### src/rtl/owb_pkg.sv
package owb_pkg;

    localparam logic [7:0] OPC_DEV_RST = 8'hF0;
    localparam logic [7:0] OPC_SET_PTR = 8'hE1;
    localparam logic [7:0] OPC_CHAN    = 8'hC3;
    localparam logic [7:0] OPC_CFG     = 8'hD2;
    localparam logic [7:0] OPC_BUS_RST = 8'hB4;
    localparam logic [7:0] OPC_BIT     = 8'h87;
    localparam logic [7:0] OPC_WBYTE   = 8'hA5;
    localparam logic [7:0] OPC_RBYTE   = 8'h96;
    localparam logic [7:0] OPC_TRIP    = 8'h78;

    localparam logic [7:0] PCODE_STATUS = 8'hF0;
    localparam logic [7:0] PCODE_DATA   = 8'hE1;
    localparam logic [7:0] PCODE_CHAN   = 8'hD2;
    localparam logic [7:0] PCODE_CFG    = 8'hC3;

    typedef enum logic [1:0] {
        SEL_STATUS = 2'd0,
        SEL_DATA   = 2'd1,
        SEL_CHAN   = 2'd2,
        SEL_CFG    = 2'd3
    } rsel_e;

    typedef enum logic [2:0] {
        OP_NONE   = 3'd0,
        OP_BUSRST = 3'd1,
        OP_BIT    = 3'd2,
        OP_WBYTE  = 3'd3,
        OP_RBYTE  = 3'd4,
        OP_TRIP   = 3'd5
    } bus_op_e;

    typedef enum logic [2:0] {
        K_NONE   = 3'd0,
        K_DEVRST = 3'd1,
        K_SETPTR = 3'd2,
        K_CHAN   = 3'd3,
        K_CFG    = 3'd4,
        K_BUS    = 3'd5
    } kind_e;

    typedef struct packed {
        kind_e       kind;
        bus_op_e     op;
        logic        ptr_ok;
        rsel_e       ptr;
        logic        cfg_ok;
        logic [3:0]  cfg;
    } dec_t;

    // channel write codes step down by 0x0F from 0xF0
    function automatic logic [7:0] chan_wr_code(input int unsigned idx);
        return 8'(32'hF0 - idx * 32'd15);
    endfunction

    // channel readback codes step down by 0x07 from 0xB8
    function automatic logic [7:0] chan_rd_code(input int unsigned idx);
        return 8'(32'hB8 - idx * 32'd7);
    endfunction

endpackage

### src/rtl/owb_cmd_classify.sv
module owb_cmd_classify
    import owb_pkg::*;
(
    input  logic [7:0] code,
    input  logic       has_param,
    input  logic [7:0] param,
    output dec_t       dec
);

    always_comb begin
        dec        = '0;
        dec.kind   = K_NONE;
        dec.op     = OP_NONE;
        dec.ptr    = SEL_STATUS;
        dec.cfg    = param[3:0];
        dec.cfg_ok = (param[7:4] == ~param[3:0]);
        case (code)
            OPC_DEV_RST: dec.kind = K_DEVRST;
            OPC_SET_PTR: begin
                if (has_param) begin
                    dec.kind = K_SETPTR;
                    case (param)
                        PCODE_STATUS: begin dec.ptr_ok = 1'b1; dec.ptr = SEL_STATUS; end
                        PCODE_DATA:   begin dec.ptr_ok = 1'b1; dec.ptr = SEL_DATA;   end
                        PCODE_CHAN:   begin dec.ptr_ok = 1'b1; dec.ptr = SEL_CHAN;   end
                        PCODE_CFG:    begin dec.ptr_ok = 1'b1; dec.ptr = SEL_CFG;    end
                        default:      dec.ptr_ok = 1'b0;
                    endcase
                end
            end
            OPC_CHAN:    if (has_param) dec.kind = K_CHAN;
            OPC_CFG:     if (has_param) dec.kind = K_CFG;
            OPC_BUS_RST: begin dec.kind = K_BUS; dec.op = OP_BUSRST; end
            OPC_RBYTE:   begin dec.kind = K_BUS; dec.op = OP_RBYTE;  end
            OPC_BIT:     if (has_param) begin dec.kind = K_BUS; dec.op = OP_BIT;   end
            OPC_WBYTE:   if (has_param) begin dec.kind = K_BUS; dec.op = OP_WBYTE; end
            OPC_TRIP:    if (has_param) begin dec.kind = K_BUS; dec.op = OP_TRIP;  end
            default:     dec.kind = K_NONE;
        endcase
    end

endmodule

### src/rtl/owb_chan_codec.sv
module owb_chan_codec
    import owb_pkg::*;
#(
    parameter int NUM_CH = 8,
    localparam int CW = (NUM_CH > 1) ? $clog2(NUM_CH) : 1
) (
    input  logic [7:0]    wcode,
    input  logic [CW-1:0] cur_idx,
    output logic          hit,
    output logic [CW-1:0] hit_idx,
    output logic [7:0]    rd_code
);

    logic [NUM_CH-1:0] match;

    for (genvar gi = 0; gi < NUM_CH; gi++) begin : g_match
        assign match[gi] = (wcode == chan_wr_code(gi));
    end

    always_comb begin
        hit     = |match;
        hit_idx = '0;
        for (int i = NUM_CH - 1; i >= 0; i--) begin
            if (match[i]) hit_idx = CW'(i);
        end
        rd_code = chan_rd_code(32'(cur_idx));
    end

endmodule

### src/rtl/owb_read_mux.sv
module owb_read_mux
    import owb_pkg::*;
(
    input  rsel_e      sel,
    input  logic [7:0] status,
    input  logic [7:0] data,
    input  logic [7:0] chan_code,
    input  logic [3:0] cfg,
    output logic [7:0] rd_byte
);

    always_comb begin
        case (sel)
            SEL_STATUS: rd_byte = status;
            SEL_DATA:   rd_byte = data;
            SEL_CHAN:   rd_byte = chan_code;
            default:    rd_byte = {4'h0, cfg};
        endcase
    end

endmodule

### src/rtl/owb_cmd_decoder.sv
module owb_cmd_decoder
    import owb_pkg::*;
#(
    parameter int NUM_CH = 8,
    localparam int CH_W = (NUM_CH > 1) ? $clog2(NUM_CH) : 1
) (
    input  logic            clk,
    input  logic            rst_n,
    input  logic            cmd_valid,
    input  logic [7:0]      cmd_code,
    input  logic            cmd_has_param,
    input  logic [7:0]      cmd_param,
    input  logic            rd_req,
    output logic            rd_valid,
    output logic [7:0]      rd_data,
    output logic            eng_start,
    output logic [2:0]      eng_op,
    output logic [7:0]      eng_wbyte,
    output logic            eng_bit,
    output logic [CH_W-1:0] eng_chan,
    output logic [3:0]      eng_cfg,
    input  logic            eng_done,
    input  logic            eng_ppd,
    input  logic            eng_sd,
    input  logic            eng_sbr,
    input  logic            eng_tsb,
    input  logic            eng_dir,
    input  logic [7:0]      eng_rdata,
    input  logic            ow_line
);

    typedef struct packed {
        rsel_e           ptr;
        logic [3:0]      cfg;
        logic [CH_W-1:0] chan;
        logic [7:0]      data;
        logic            dir;
        logic            tsb;
        logic            sbr;
        logic            rst;
        logic            sd;
        logic            ppd;
        logic            busy;
        bus_op_e         cur_op;
        logic            start;
        logic [7:0]      wbyte;
        logic            wbit;
        logic            rd_valid;
        logic [7:0]      rd_data;
    } st_t;

    localparam st_t ST_RST = '{
        ptr: SEL_STATUS, cfg: 4'h0, chan: '0, data: 8'h00,
        dir: 1'b0, tsb: 1'b0, sbr: 1'b0, rst: 1'b1, sd: 1'b0, ppd: 1'b0,
        busy: 1'b0, cur_op: OP_NONE, start: 1'b0, wbyte: 8'h00, wbit: 1'b0,
        rd_valid: 1'b0, rd_data: 8'h00
    };

    st_t             st_d, st_q;
    dec_t            dec;
    logic            ch_hit;
    logic [CH_W-1:0] ch_idx;
    logic [7:0]      ch_rd_code;
    logic [7:0]      status_byte;
    logic [7:0]      mux_byte;

    owb_cmd_classify u_classify (
        .code      (cmd_code),
        .has_param (cmd_has_param),
        .param     (cmd_param),
        .dec       (dec)
    );

    owb_chan_codec #(.NUM_CH(NUM_CH)) u_chan (
        .wcode   (cmd_param),
        .cur_idx (st_q.chan),
        .hit     (ch_hit),
        .hit_idx (ch_idx),
        .rd_code (ch_rd_code)
    );

    assign status_byte = {st_q.dir, st_q.tsb, st_q.sbr, st_q.rst,
                          ow_line, st_q.sd, st_q.ppd, st_q.busy};

    owb_read_mux u_mux (
        .sel       (st_q.ptr),
        .status    (status_byte),
        .data      (st_q.data),
        .chan_code (ch_rd_code),
        .cfg       (st_q.cfg),
        .rd_byte   (mux_byte)
    );

    always_comb begin
        st_d       = st_q;
        st_d.start = 1'b0;

        // completion from the engine
        if (eng_done && st_q.busy) begin
            st_d.busy   = 1'b0;
            st_d.cfg[2] = 1'b0;
            case (st_q.cur_op)
                OP_BUSRST: begin
                    st_d.ppd = eng_ppd;
                    st_d.sd  = eng_sd;
                end
                OP_BIT:   st_d.sbr = eng_sbr;
                OP_TRIP: begin
                    st_d.sbr = eng_sbr;
                    st_d.tsb = eng_tsb;
                    st_d.dir = eng_dir;
                end
                OP_RBYTE: st_d.data = eng_rdata;
                default:  st_d.data = st_q.data;
            endcase
        end

        // host command; applied after completion so a write wins
        if (cmd_valid) begin
            case (dec.kind)
                K_DEVRST: st_d = ST_RST;
                K_SETPTR: if (dec.ptr_ok) st_d.ptr = dec.ptr;
                K_CHAN: begin
                    if (ch_hit) begin
                        st_d.chan = ch_idx;
                        st_d.ptr  = SEL_CHAN;
                    end
                end
                K_CFG: begin
                    if (dec.cfg_ok) begin
                        st_d.cfg = dec.cfg;
                        st_d.rst = 1'b0;
                        st_d.ptr = SEL_CFG;
                    end
                end
                K_BUS: begin
                    if (!st_q.busy) begin
                        st_d.busy   = 1'b1;
                        st_d.cur_op = dec.op;
                        st_d.start  = 1'b1;
                        st_d.wbyte  = cmd_param;
                        st_d.wbit   = cmd_param[7];
                        st_d.ptr    = SEL_STATUS;
                    end
                end
                default: st_d.ptr = st_d.ptr;
            endcase
        end

        st_d.rd_valid = rd_req;
        st_d.rd_data  = rd_req ? mux_byte : st_q.rd_data;
    end

    always_ff @(posedge clk or negedge rst_n) begin
        if (!rst_n) st_q <= ST_RST;
        else        st_q <= st_d;
    end

    assign rd_valid  = st_q.rd_valid;
    assign rd_data   = st_q.rd_data;
    assign eng_start = st_q.start;
    assign eng_op    = st_q.cur_op;
    assign eng_wbyte = st_q.wbyte;
    assign eng_bit   = st_q.wbit;
    assign eng_chan  = st_q.chan;
    assign eng_cfg   = st_q.cfg;

    // observation points for the bound checker
    logic       obs_busy;
    logic [3:0] obs_cfg;
    logic [5:0] obs_flags;
    logic [7:0] obs_data;
    assign obs_busy  = st_q.busy;
    assign obs_cfg   = st_q.cfg;
    assign obs_flags = {st_q.dir, st_q.tsb, st_q.sbr, st_q.rst, st_q.sd, st_q.ppd};
    assign obs_data  = st_q.data;

endmodule

### config.mk
export PLATFORM = sky130hd
export DESIGN_NAME = owb_cmd_decoder
export DESIGN_NICKNAME = d
export VERILOG_FILES = /design/src/rtl/owb_pkg.sv /design/src/rtl/owb_cmd_classify.sv /design/src/rtl/owb_chan_codec.sv /design/src/rtl/owb_read_mux.sv /design/src/rtl/owb_cmd_decoder.sv
export SDC_FILE = /design/constraint.sdc
export NUM_CORES = 1
export LEC_CHECK = 0
export BUFFER_PORTS_ARGS = -buffer_cell sky130_fd_sc_hd__buf_2
export CAP_MARGIN = 20
export CORE_UTILIZATION = 45
export CTS_CLUSTER_SIZE = 10
export DETAILED_ROUTE_END_ITERATION = 8
export GPL_TIMING_DRIVEN = 1
export PLACE_DENSITY = 0.71
export SYNTH_ARGS = -nofsm -noshare
export SYNTH_HDL_FRONTEND = slang
export SYNTH_SLANG_ARGS = --single-unit
### constraint.sdc
create_clock -name clk -period 2.6 [get_ports clk]
set_input_delay 0.52 -clock clk [delete_from_list [all_inputs] [get_ports clk]]
set_output_delay 0.52 -clock clk [all_outputs]
set_load 0.01 [all_outputs]
==> metrics.md, run 1 <==
| Metric | Value |
|---|---|
| Die X-Extent | `83.3 um` |
| LEAKAGE | `1.62 nW` |
| Growth of design area from synthesis to finish | `9.39%` |
| Clk slew on worst S/H paths | `0.09 ns` |
| Clock latency on the worst-skew pair | `0.30 ns` |
| Clock Tree Buf Depth | `2` |
| Post-CTS Hold Buffers | `0` |
| Post-synthesis cell count | `264` |
| Met1 GRT Util | `23.1%` |
| Seq. cell area | `1130 um2` |
| Critical path arrival | `2.61 ns` |
| CP Max Fanout | `7` |
| Filler cell count | `577` |
| DR DRC count | `0` |
| Total grt overflow | `0` |
| GRT Util Overall | `17.3%` |
| First-pass GRT wire length | `9.44 mm` |
| Clock Tree Root | `clkbuf_8` |
| Layout cells sized above 1 | `37.8%` |
| Synth Register Bits | `45` |
| Die span in y | `83.3 um` |
| Crit Path Category | `register to register` |
| Routed vias/inst | `5.32` |
| GR peak layer | `met2` |
| IO buf count | `64` |
| Number of antenna diodes | `0` |
| Post-synthesis net count | `311` |
| Initial core utilization | `46.8%` |
| Grt met3 use | `3.28%` |
| CTS resizes | `0` |
| Ys flop type | `dfrtp_1` |
| Post-CTS Setup Bufs | `0` |
| Post-DR wirelength/cell | `15.1 um` |
| Peak supply drop | `281 uV` |
| Ys Warns | `0` |
| Max cap viols | `0` |
| Worst-Margin Slew | `0.774 ns` |
| Final core utilization | `51.2%` |
| Hold_ws | `0.0644 ns` |
| Initial DRC Count | `81` |
| Worst R2R Start | `eng_chan[1]$_DFFE_PN0P_` |
| Final period util | `93.0%` |
| Netlist Area Pre-Place | `2970 um2` |
| Min Tclk post-route | `2.42 ns` |
| Initial antenna violation count | `0` |
| Largest net degree at the start of global routing | `36` |
| Area of the multi-input gates | `1510 um2` |
| Post-synth EDFFs | `0` |
| Vias in the first global route | `1933` |
| Rows | `29` |
| Setup TNS | `0 ns` |
| Worst R2R Setup Slack | `0.18 ns` |
| RSZ-0062 raised after global routing | `false` |
| Dpl hpwl | `4.51 mm` |
| Hold Path Class | `primary input to async pin` |
| Clk_skew | `0.00650 ns` |
| Final nets | `350` |
| Critical path endpoint category | `register` |
| Critical Path Start | `eng_chan[1]$_DFFE_PN0P_` |
| Io pins | `65` |
| Core Footprint | `6350 um2` |
| Final wirelength | `5.75 mm` |
| CTS Sinks | `45` |
| Final setup violation count | `0` |
| Via count | `2028` |
| Post-synthesis sequential area ratio | `37.9%` |
| Die ar. | `6930 um2` |
| Peak Freq | `413 MHz` |
| Power Total | `1.59 mW` |
| Async SR Flop Fraction | `100%` |
| H-tree Lvls | `2` |
| Slew HR | `48.0%` |
| GR Util met2 | `28.5%` |
| Total CTS buffers | `5` |
| GPL Wtd Cong | `0.816` |
| Post-synth cell types | `63` |
| Max-slew violation count | `0` |
| Status | `finished, final reports clean` |
| CTS tree | `yes` |
| Mean Syn Cell Area | `11.3 um2` |
| Critical path launch point type | `register` |
| DR pass1 iterations | `4` |
| Power Density | `489 nW/um2` |
| Hold Vio Cnt, Final | `0` |
| Detail Route Antenna Nets | `0` |
| Critical Path RT | `2.79 ns` |
-- final timing paths --
kind,depth (start not counted),end
setup / recovery,5,rd_data[2]$_DFFE_PN0P_
hold / removal,1,rd_data[0]$_DFFE_PN0P_
setup reg to reg,5,rd_data[2]$_DFFE_PN0P_
hold reg to reg,2,obs_flags[2]$_DFFE_PN1P_
max in group asynchronous,2,obs_flags[2]$_DFFE_PN1P_
min in group clk,1,rd_valid$_DFF_PN0_
-- report_power, final --
part	switching (mW)	internal (mW)	total [mW]	leakage, nW
clock network	0.234	0.313	0.547	0.0585
registers	0.0478	0.745	0.792	0.606
logic	0.128	0.121	0.250	0.951
-- registers in the layout, indices dropped and copies added (netlist names) --
signal     cells
eng_wbyte      8
st_q           2
eng_start      1
obs_data       8
rd_valid       1
eng_chan       3
obs_flags      6
eng_op         3
eng_cfg        4
rd_data        8
obs_busy       1
-- final cells by class --
type,instances,share of cell area (%)
multi-input cells,169,46.5
flip-flops and latches,45,34.7
repair buffers,67,10.5
well taps,77,2.96
clock buffers,7,2.66
inverters,15,1.73
clock inverters,1,0.924
-- cell families (layout without fill, tap and decap cells) --
logic type / after synthesis / count (layout) / share of synthesized area (%)
and+or+nand+nor: 76 / 76 / 18.7
buffers and inverters: 50 / 90 / 11.2
DFF: 45 / 45 / 37.9
adders and majority gates: 11 / 11 / 5.39
xor gates and xnor gates: 9 / 9 / 2.91
AOI/OAI and AO/OA: 44 / 44 / 12.1
muxes: 29 / 29 / 11.8
-- placed cells by master (no fill, tap or decap), drive strengths merged, types with 7 or more instances in the layout --
cell type | Yosys | layout
buf | 33 | 67
dfrtp | 44 | 44
nor2 | 26 | 26
mux2i | 17 | 17
inv | 15 | 15
a22o | 10 | 10
ha | 8 | 8
nand2 | 8 | 8
mux2 | 8 | 8
o21ai | 8 | 8
xor2 | 7 | 7
clkbuf | 2 | 7
-- metal layers --
metal / share of wire (%) / routed length [um] / up-vias
met2: 47 / 2710 / 61
met3: 4.5 / 257 / 7
met1: 47 / 2720 / 978
li1: - / - / 982
met5: 0 / 0 / -
met4: 1.1 / 65 / 0
-- metrics by stage --
step / area [um2] / worst slack (ns) / std cells
2_1_floorplan: 2970 / 0.171 / 264
3_5_place_dp: 3130 / 0.171 / 373
4_1_cts: 3250 / 0.160 / 381
5_1_grt: 3250 / 0.0925 / 381
6_report: 3250 / 0.182 / 381
3_3_place_gp: 3130 / 0.232 / 373
-- worst max-delay path, stage by stage, from the launching register on --
cell	delay, ns
dfrtp_1	0.48
fa_1	0.56
fa_1	0.52
inv_1	0.04
mux4_2	0.45
mux2_2	0.27
-- cells in the mapped netlist (3+ instances only) --
master / n / area share (%)
and4bb_1: 3 / 1.3
mux2_1: 3 / 1.1
nand2b_1: 5 / 1.1
mux2_2: 5 / 1.9
dfrtp_1: 44 / 37
inv_1: 15 / 1.9
ha_1: 8 / 3.4
mux4_2: 4 / 3.0
nor2_4: 10 / 3.8
a21o_1: 4 / 1.0
and3_1: 6 / 1.3
a21oi_1: 6 / 1.0
nand4_1: 3 / 0.63
xor2_1: 6 / 1.8
buf_4: 26 / 6.6
o21ai_0: 4 / 0.67
a22o_1: 10 / 2.9
mux2i_1: 17 / 5.7
buf_2: 3 / 0.51
fa_1: 3 / 2.0
nand3_1: 4 / 0.67
nand2_1: 7 / 0.88
nor2_1: 15 / 1.9
Note: power is estimated with default switching activity, not from simulation.
==> run 2, diff against run 1 <==
- CORE_UTILIZATION: 45 -> 53
- PLACE_DENSITY: 0.71 -> 0.78
- clock period: 2.6 -> 2.8 ns (I/O delays scaled with it)
==> run 2 against run 1 <==
Net effect: clock power down 14%; maximum frequency up 0.37%; non-clock buffer count unchanged; first-iteration DRC count up 1.2%; wire length down 0.26%.
==> metrics.md, run 2 (same netlist as run 1, synthesis figures left out) <==
| Metric | Value |
|---|---|
| Post-DR wirelength/cell | `15.4 um` |
| Crit-path cells | `fa_1, fa_1, inv_1, mux4_2, mux2_2` |
| CTS resizes | `0` |
| Critical path launch point type | `register` |
| H-tree Lvls | `2` |
| Worst R2R Setup Slack | `0.39 ns` |
| Delay-heaviest family, CP | `adder cells` |
| LEAKAGE | `1.61 nW` |
| R2r worst-path depth | `5` |
| Critical path arrival | `2.59 ns` |
| CP Max Fanout | `7` |
| Setup TNS | `0 ns` |
| GPL Wtd Cong | `0.807` |
| Filler cell count | `458` |
| Clock Tree Root | `clkbuf_8` |
| Final nets | `350` |
| Design area | `3230 um2` |
| IO buf count | `64` |
| Io pins | `65` |
| Final core utilization | `61.7%` |
| Critical path buffers and inverters | `1` |
| Final period util | `86.1%` |
| Initial core utilization | `56.7%` |
| Power Density | `446 nW/um2` |
| Vias in the first global route | `1963` |
| Peak Freq | `415 MHz` |
| Routed vias/inst | `5.37` |
| Final wirelength | `5.74 mm` |
| Growth of design area from synthesis to finish | `8.67%` |
| Commonest non-fill, non-tap cell in the layout | `buf_2` |
| Dpl hpwl | `4.49 mm` |
| Die ar. | `5910 um2` |
| Peak per-stage delay on the critical path | `0.57 ns` |
| Clock Tree Buf Depth | `2` |
| Top cell by count, worst path | `fa_1` |
| Worst R2R Start | `eng_chan[1]$_DFFE_PN0P_` |
| Die X-Extent | `76.9 um` |
| Max-slew violation count | `0` |
| RSZ-0062 raised after global routing | `false` |
| Initial DRC Count | `82` |
| Clock latency on the worst-skew pair | `0.29 ns` |
| Initial antenna violation count | `0` |
| Max cap viols | `0` |
| Crit Path Category | `register to register` |
| First-pass GRT wire length | `9.78 mm` |
| Critical Path RT | `2.98 ns` |
| Total CTS buffers | `5` |
| Core Footprint | `5240 um2` |
| Most frequent cells in the layout | `buf_2, dfrtp_1, mux2i_1, inv_1, nor2_1` |
| Layout cells sized above 1 | `38.0%` |
| Critical path endpoint category | `register` |
| Post-CTS Setup Bufs | `0` |
| DR DRC count | `0` |
| Largest net degree at the start of global routing | `27` |
| Post-CTS Hold Buffers | `0` |
| Hold Path Class | `primary input to async pin` |
| CTS tree | `yes` |
| Placed inst area | `3130 um2` |
| Worst path slowest cell | `fa_1` |
| Total grt overflow | `0` |
| Clk slew on worst S/H paths | `0.08 ns` |
| CTS Sinks | `45` |
| Hold_ws | `0.256 ns` |
| Hold Vio Cnt, Final | `0` |
| Peak supply drop | `265 uV` |
| Reg-to-Reg End | `rd_data[2]$_DFFE_PN0P_` |
| GRT Util Overall | `21.2%` |
| Number of antenna diodes | `0` |
| Clk_skew | `0.00520 ns` |
| Min Tclk post-route | `2.41 ns` |
| Slew HR | `49.6%` |
| Via count | `2002` |
| Detail Route Antenna Nets | `0` |
| Final setup violation count | `0` |
| Worst-Margin Slew | `0.751 ns` |
| Rows | `26` |
| DR pass1 iterations | `4` |
| Status | `finished, final reports clean` |
| Die span in y | `76.9 um` |
==> run 2: cell types whose count changed in the layout (fill, tap and decap cells not counted), sizes merged <==
cell,previous run,this run
clkbuf,7,5
clkinv,0,1
==> run 2: cell type report <==
| class | count | area, um2 | share of cell area [%] |
|---|---|---|---|
| clock buffer | 5 | 68.8 | 2.13 |
| tap | 70 | 87.6 | 2.71 |
| sequential | 45 | 1130 | 34.9 |
| inverter | 15 | 56.3 | 1.74 |
| multi-input combinational | 169 | 1510 | 46.8 |
| clock inverter | 2 | 35.0 | 1.08 |
| timing repair buffer | 67 | 343 | 10.6 |
==> run 2: how the worst max path moves through the flow <==
stage / startpoint / endpoint / slack [ns] / cells after the start
after CTS: eng_chan[1]$_DFFE_PN0P_ / rd_data[2]$_DFFE_PN0P_ / 0.38 / 5
after floorplan: eng_chan[0]$_DFFE_PN0P_ / rd_data[2]$_DFFE_PN0P_ / 0.37 / 6
final: eng_chan[1]$_DFFE_PN0P_ / rd_data[2]$_DFFE_PN0P_ / 0.39 / 5
after detailed placement: eng_chan[1]$_DFFE_PN0P_ / rd_data[2]$_DFFE_PN0P_ / 0.39 / 5
after global routing: eng_chan[1]$_DFFE_PN0P_ / rd_data[2]$_DFFE_PN0P_ / 0.31 / 5
after global placement: eng_chan[1]$_DFFE_PN0P_ / rd_data[2]$_DFFE_PN0P_ / 0.44 / 5
==> run 2: worst register-to-register path: cells and delay by family (launching register included) <==
kind                     cells  cell delay (ns)
adder cells (fa/ha/maj)      2             1.09
flip-flops                   1             0.48
multiplexers                 2             0.70
buffers and inverters        1             0.04
==> run 2: power by group <==
group | leakage, nW | total (mW) | internal (mW) | switching, mW
sequential | 0.606 | 0.734 | 0.691 | 0.0426
combinational | 0.951 | 0.234 | 0.113 | 0.122
clock | 0.0540 | 0.473 | 0.260 | 0.214
total | 1.61 | 1.44 | 1.06 | 0.378
==> run 2: stage by stage <==
stage,total power [mW],std cells,setup WS (ns)
2_1_floorplan,0.923,264,0.371
3_3_place_gp,0.975,366,0.439
3_5_place_dp,0.983,366,0.390
4_1_cts,1.46,373,0.382
5_1_grt,1.52,373,0.309
6_report,1.44,373,0.391
==> run 2: metal layers <==
layer	wire (um)	track usage, %	vias up
met2	2830	36.0	62
met1	2660	28.3	955
met5	0	0	-
li1	-	-	983
met3	227	3.45	2
met4	17	4.62	0
